===== config.mk =====
export PLATFORM = sky130hd
export DESIGN_NAME = vpic_top
export DESIGN_NICKNAME = d
export VERILOG_FILES = /design/src/rtl/vpic_pkg.sv /design/src/rtl/vpic_prio_enc.sv /design/src/rtl/vpic_prio_calc.sv /design/src/rtl/vpic_top.sv
export SDC_FILE = /design/constraint.sdc
export NUM_CORES = 2
export LEC_CHECK = 0
export BUFFER_PORTS_ARGS = -buffer_cell sky130_fd_sc_hd__buf_2
export CAP_MARGIN = 20
export CELL_PAD_IN_SITES_DETAIL_PLACEMENT = 1
export CELL_PAD_IN_SITES_GLOBAL_PLACEMENT = 1
export CORE_AREA = 2 2 278 334
export DETAILED_ROUTE_END_ITERATION = 6
export DIE_AREA = 0 0 280 336
export PLACE_DENSITY_LB_ADDON = 0.3
export SYNTH_ARGS = -nofsm -noshare
export SYNTH_HDL_FRONTEND = slang
export SYNTH_SLANG_ARGS = --single-unit

===== constraint.sdc =====
create_clock -name clk -period 5.9 [get_ports clk]
set_clock_uncertainty 0.15 [all_clocks]
set_input_delay 0 -clock clk [delete_from_list [all_inputs] [get_ports clk]]
set_output_delay 0 -clock clk [all_outputs]
set_load 0.01 [all_outputs]

===== src/rtl/vpic_pkg.sv =====
package vpic_pkg;
    typedef enum logic [1:0] {
        ST_IDLE  = 2'd0,
        ST_GRANT = 2'd1,
        ST_SPUR  = 2'd2
    } ack_state_e;

    localparam logic [1:0] RD_REQ  = 2'd0;
    localparam logic [1:0] RD_SVC  = 2'd1;
    localparam logic [1:0] RD_TRIG = 2'd2;
    localparam logic [1:0] RD_CTRL = 2'd3;
endpackage


===== src/rtl/vpic_prio_enc.sv =====
module vpic_prio_enc #(
    parameter int W = 256
) (
    input  logic [W-1:0]         bits_in,
    output logic [$clog2(W)-1:0] top_idx,
    output logic                 any_set
);
    localparam int IW = $clog2(W);

    always_comb begin
        top_idx = '0;
        for (int i = 0; i < W; i++) begin
            if (bits_in[i]) top_idx = IW'(i);
        end
    end

    assign any_set = |bits_in;
endmodule


===== src/rtl/vpic_prio_calc.sv =====
module vpic_prio_calc #(
    parameter int VW = 8
) (
    input  logic [VW-1:0] tpr,
    input  logic [VW-1:0] svc_top,
    input  logic          svc_any,
    input  logic [VW-1:0] req_top,
    input  logic          req_any,
    input  logic          sw_en,
    output logic [VW-1:0] ppr,
    output logic          intr,
    output logic          blocked
);
    always_comb begin
        if (!svc_any || tpr >= svc_top) ppr = tpr;
        else                            ppr = {svc_top[VW-1:4], 4'b0000};
    end

    assign intr    = sw_en && req_any &&
                     ((ppr == '0) || (req_top[VW-1:4] > ppr[VW-1:4]));
    assign blocked = !req_any || ((tpr != '0) && (req_top <= tpr));
endmodule


===== src/rtl/vpic_top.sv =====
module vpic_top
    import vpic_pkg::*;
#(
    parameter int NVEC = 256,
    parameter int WORD = 32
) (
    input  logic                            clk,
    input  logic                            rst_n,
    input  logic                            set_en,
    input  logic [$clog2(NVEC)-1:0]         set_vec,
    input  logic                            set_level,
    input  logic                            ack,
    input  logic                            eoi,
    input  logic                            tpr_wr,
    input  logic [$clog2(NVEC)-5:0]         tpr_val,
    input  logic                            svr_wr,
    input  logic [$clog2(NVEC):0]           svr_val,
    input  logic [1:0]                      rd_sel,
    input  logic [$clog2(NVEC/WORD)-1:0]    rd_word,
    output logic [WORD-1:0]                 rd_data,
    output logic                            intr,
    output logic                            ack_valid,
    output logic                            ack_spurious,
    output logic [$clog2(NVEC)-1:0]         ack_vec,
    output logic [$clog2(NVEC)-1:0]         ppr
);
    localparam int VW  = $clog2(NVEC);
    localparam int CLW = VW - 4;
    localparam int SVW = VW + 1;
    localparam logic [SVW-1:0] SVR_RST = {1'b0, {VW{1'b1}}};

    logic [NVEC-1:0] req_q, svc_q, trig_q;
    logic [NVEC-1:0] req_d, svc_d, trig_d;
    logic [VW-1:0]   tpr_q;
    logic [SVW-1:0]  svr_q;
    logic [VW-1:0]   req_top, svc_top, vec_q;
    logic            req_any, svc_any, blocked;
    ack_state_e      state_q, state_d;

    vpic_prio_enc #(.W(NVEC)) u_req_enc (
        .bits_in(req_q), .top_idx(req_top), .any_set(req_any));
    vpic_prio_enc #(.W(NVEC)) u_svc_enc (
        .bits_in(svc_q), .top_idx(svc_top), .any_set(svc_any));

    vpic_prio_calc #(.VW(VW)) u_calc (
        .tpr(tpr_q), .svc_top(svc_top), .svc_any(svc_any),
        .req_top(req_top), .req_any(req_any), .sw_en(svr_q[VW]),
        .ppr(ppr), .intr(intr), .blocked(blocked));

    // next array state: eoi, then ack, then set (later overrides earlier)
    always_comb begin
        req_d  = req_q;
        svc_d  = svc_q;
        trig_d = trig_q;
        if (eoi && svc_any) svc_d[svc_top] = 1'b0;
        if (ack && !blocked) begin
            req_d[req_top] = 1'b0;
            svc_d[req_top] = 1'b1;
        end
        if (set_en) begin
            req_d[set_vec]  = 1'b1;
            trig_d[set_vec] = set_level;
        end
    end

    always_ff @(posedge clk) begin
        if (!rst_n) begin
            req_q  <= '0;
            svc_q  <= '0;
            trig_q <= '0;
            tpr_q  <= '0;
            svr_q  <= SVR_RST;
        end else begin
            req_q  <= req_d;
            svc_q  <= svc_d;
            trig_q <= trig_d;
            if (tpr_wr) tpr_q <= {tpr_val, 4'b0000};
            if (svr_wr) svr_q <= svr_val;
        end
    end

    // acknowledge sequencer: next state
    always_comb begin
        unique case (state_q)
            ST_IDLE, ST_GRANT, ST_SPUR:
                if (ack) state_d = blocked ? ST_SPUR : ST_GRANT;
                else     state_d = ST_IDLE;
            default:     state_d = ST_IDLE;
        endcase
    end

    // state register
    always_ff @(posedge clk) begin
        if (!rst_n) begin
            state_q <= ST_IDLE;
            vec_q   <= '0;
        end else begin
            state_q <= state_d;
            if (ack) vec_q <= blocked ? svr_q[VW-1:0] : req_top;
        end
    end

    // outputs from state
    always_comb begin
        ack_vec = vec_q;
        unique case (state_q)
            ST_GRANT: begin ack_valid = 1'b1; ack_spurious = 1'b0; end
            ST_SPUR:  begin ack_valid = 1'b1; ack_spurious = 1'b1; end
            default:  begin ack_valid = 1'b0; ack_spurious = 1'b0; end
        endcase
    end

    always_comb begin
        rd_data = '0;
        unique case (rd_sel)
            RD_REQ:  rd_data = req_q[rd_word*WORD +: WORD];
            RD_SVC:  rd_data = svc_q[rd_word*WORD +: WORD];
            RD_TRIG: rd_data = trig_q[rd_word*WORD +: WORD];
            default: begin
                rd_data[VW-1:0]       = tpr_q;
                rd_data[VW+SVW-1:VW]  = svr_q;
            end
        endcase
    end

    logic unused_clw;
    assign unused_clw = (CLW > 0);
endmodule


==> results.md <==
Outcome:
- The flow ran to the end, but the final reports show violations.
- The checks that failed: setup timing.

Routing:
- Using the TritonRoute via totals, the vias-per-cell ratio works out to 7.882.
- Wires add up to 266400 um.
- The total via count after detailed routing is 50740.
- The post-route DRC violation count is 0.
- The detailed-routing iteration count for the pre-antenna-repair pass is 7.
- The detailed router finished its first iteration with 7260 violations.
- The post-detailed-route wirelength per cell is 41.37 um.
- The number of nets with antenna violations after detailed routing is 0.

Synth:
- The number of enable flip-flop cells after synthesis is 0.
- In this run, distinct cell masters in the synthesized netlist total 86.
- The predominant post-synthesis flop cell is sky130_fd_sc_hd__dfxtp_1.
- Sorting the synthesized cells by how often they occur yields 791 x sky130_fd_sc_hd__dfxtp_1, 465 x sky130_fd_sc_hd__nand2_1, 444 x sky130_fd_sc_hd__nor2_1.
- Sorting the synthesized cells by area gives the leading types as sky130_fd_sc_hd__dfxtp_1 36%, sky130_fd_sc_hd__mux4_2 11%, sky130_fd_sc_hd__mux2i_1 6.1%.
- The Yosys step of the flow raised 0 warnings.
- The share of flip-flops with an asynchronous set or reset is 0%.
- The mean instance size in the synthesized netlist is 8.811 um2.
- The most instantiated library cell after synthesis is sky130_fd_sc_hd__dfxtp_1.
- The number of cells produced by synthesis is 5016.
- The portion of synthesized cell area occupied by the leading cell type is between 30% and 40%.
- The number of synthesized register bits is approximately 790.
- The dominant cell type by area after synthesis is sky130_fd_sc_hd__dfxtp_1.
- After synthesis the cells add up to 44190 um2.
- The sequential cell area fraction in the yosys report is 35.83%.

Critical path:
- Measured in cells, the most critical reg-to-reg path has a length of 12.
- The family of cells with the greatest summed delay on the critical path is simple AND/OR/NAND/NOR gates.
- The critical path endpoint category is a flip-flop.
- The total stage count of the critical path is 12.
- The worst endpoint data arrival time is 6.38 ns.
- The setup check on the worst reg-to-reg path leaves a slack of -0.07 ns.
- The maximum single-stage delay on the critical path is around 0.97 ns.
- The critical path is of the reg2reg type.
- The kind of launch point of the worst setup path is a flip-flop.
- Among all stages on the critical path, the largest delay is contributed by sky130_fd_sc_hd__nor4_1.
- Traced cell by cell, the critical path runs through nor4_1 > and3_1 > a211o_1 > a41oi_1 > o31ai_1 > o2111ai_1 > and2_1 > a211oi_4 > buf_4 > nor3b_1 > o32ai_1 > dlygate4sd3_1.
- In this run the worst path has a maximum fanout of 16.
- The required time of the critical path is 6.30 ns.
- The number of buffers and inverters on the critical path is 2.

STA:
- The final hold violation count came to 0.
- For the pin with the worst max-slew slack, the measured transition is 1.235 ns.
- The post-layout minimum cycle time is about 6 ns.
- Setup violations remaining at the end of the flow were counted as 1.
- Setup slack on the critical path of the routed design comes to -0.07417 ns.
- The worst path uses 101.3% of the clock period.
- The number of slew-limit violations in the final report came to 0.
- In this run the tightest slew margin relative to its limit is 16.61%.
- Static timing analysis puts the maximum clock frequency at 0.1674 GHz.

GRT:
- The via count of the first global-routing pass is 50290.
- The number of antenna violations at the first check in global routing is 55.
- For this run, the total global-route usage over all layers was measured as 55.50%.
- The pin count of the biggest net entering global routing is 183.
- The sum of overflow across all layers after global routing is 0.
- The first global-routing pass estimated 373900 um of wire.

Floorplan:
- The number of top-level design ports is 85.
- The die extent in y is 336 um.
- The initial utilization of the core area, before any placement, comes to between 40% and 50%.
- The area of the core region is 90690 um2.
- The area of the die is 94080 um2.
- Measured along the x axis, the die boundary spans 280 um.
- The count of standard-cell rows is 121.

Worst hold path:
- The count of cells along the worst hold path is 4.
- The worst hold path class is in2reg.

Finish:
- The fraction of final layout cells sized beyond drive strength 1 is 17.72%.
- The area growth from synthesis to layout is 15.99%.
- The final design utilization is 56.53%.
- The final layout contains 5217 nets.
- Once layout is done, the placed cells without fillers occupy 51260 um2.

Power:
- IR analysis of the VDD net gives a maximum drop of roughly 0.25 mV.
- The leakage power is roughly 0.019 uW.
- Power spread over the standard cell area amounts to 255.1 nW/um2.

Clocking:
- After clock tree synthesis, the clock-pin slew on the worst setup and hold paths is 0.06 ns.
- The deepest clock path buffer count is 3.
- The number of buffers added by the clock tree synthesis step is 86.
- Clock latency on the worst-skew pair, taken at its later pin, is between 0.7 and 0.8 ns.
- Clock tree synthesis found a total of slightly below 800 sinks.
- The clock tree synthesis step divided the H-tree into 3 levels.
- The cell sitting at the root of the clock tree is a sky130_fd_sc_hd__clkbuf_16.
- TritonCTS built the clock tree.

Placement:
- The quantity of I/O buffers inserted on ports is 80.
- The cell area reported after detailed placement is 47330 um2.
- The final weighted congestion in routability-driven placement is around 1.1.
- The estimated wirelength of the detail-placed design is 183200 um.

Run:
- The max-cap check violation count is 0.
==> worst paths after layout <==
kind,startpoint,to
hold / removal,tpr_wr,tpr_q[5]
setup reg to reg,req_q[205],req_q[249]
setup / recovery,req_q[205],req_q[249]
hold reg to reg,trig_q[177],trig_q[177]
==> what timing repair did <==
| action | in CTS | in global routing |
|---|---|---|
| setup endpoints to repair | 1 | 6 |
| hold buffers | 68 | 0 |
| pin swaps | 0 | 2 |
| resized for setup | 9 | 52 |
| hold endpoints to repair | 213 | 0 |
| setup buffers | 0 | 0 |
==> report_power, final <==
group | switching (uW) | total (uW) | internal (uW)
combinational | 1500 | 2020 | 524
sequential | 42.3 | 5410 | 5370
clock | 2550 | 5640 | 3100
==> worst register-to-register path, cell delays in order, from the launching register on <==
cell                            delay, ns
sky130_fd_sc_hd__dfxtp_1             0.38
sky130_fd_sc_hd__nor4_1              0.97
sky130_fd_sc_hd__and3_1              0.34
sky130_fd_sc_hd__a211o_1             0.16
sky130_fd_sc_hd__a41oi_1             0.06
sky130_fd_sc_hd__o31ai_1             0.61
sky130_fd_sc_hd__o2111ai_1           0.37
sky130_fd_sc_hd__and2_1              0.65
sky130_fd_sc_hd__a211oi_4            0.41
sky130_fd_sc_hd__buf_4               0.54
sky130_fd_sc_hd__nor3b_1             0.39
sky130_fd_sc_hd__o32ai_1             0.18
sky130_fd_sc_hd__dlygate4sd3_1       0.60
==> area by class of cell <==
type / instances / area, um2
inverters: 123 / 469.2
multi-input cells: 3685 / 26820
well taps: 1168 / 1461
diodes: 33 / 82.58
repair buffers: 482 / 3754
flip-flops and latches: 791 / 15840
clock buffers: 133 / 2519
fillers: 10210 / 39420
clock inverters: 23 / 317.8
==> registers in the layout, summed over array words and instances, names as in the netlist <==
name / count
svc_q: 256
state_q: 2
tpr_q: 4
svr_q: 9
ack_vec: 8
trig_q: 256
req_q: 256
==> placed cells by master (no fill, tap or decap), drive strengths merged, types with 35 or more instances in the layout <==
cell type	instances
nand3	101
o22ai	35
o21ai	342
nand2b	39
a21oi	394
dfxtp	791
nor2	444
clkbuf	136
nand4	38
nor4	170
mux4	224
o211ai	153
a211oi	39
nand2	465
o31ai	74
buf	411
or4	57
and2	41
o311ai	88
dlygate4sd3	68
mux2i	268
inv	124
a311oi	203
nor3	129
==> cell families (layout without fill, tap and decap cells) <==
group                    count (synthesis)  count (layout)  share of synthesized area [%]
other                                    1              37                       0.008485
AND/OR/NAND/NOR                       1603            1603                          17.61
flip-flops                             791             791                          35.83
AO/OA/AOI/OAI                         1557            1557                          23.59
adder cells (fa/ha/maj)                 14              14                         0.3964
multiplexers                           507             507                          17.87
buffers and inverters                  543             761                          4.703
==> routing by layer <==
metal  track usage (%)  share of wire [%]  vias to the layer above
met2             85.02                 44                     4515
met4             57.05                 13                       48
met1             57.74                 32                    24660
li1                  -                  -                    19700
met5            0.2051               0.14                        -
met3             19.59                 11                     1829
==> per-stage QoR <==
| stage | total power (uW) | setup WS [ns] | std cells | hold slack, ns | TNS (ns) |
|---|---|---|---|---|---|
| 3_5_place_dp | 7325 | 0.4446 | 6179 | 0.08816 | 0 |
| 2_1_floorplan | 6453 | 0.8465 | 5019 | -0.02105 | 0 |
| 5_1_grt | 13250 | -0.01782 | 6407 | 0.1627 | -0.01782 |
| 6_report | 13080 | -0.07417 | 6438 | 0.1459 | -0.07417 |
| 4_1_cts | 12810 | 0.02247 | 6403 | 0.07351 | 0 |
| 3_3_place_gp | 7308 | 0.3440 | 6176 | 0.06974 | 0 |
Power figures use the tool's default switching activity.
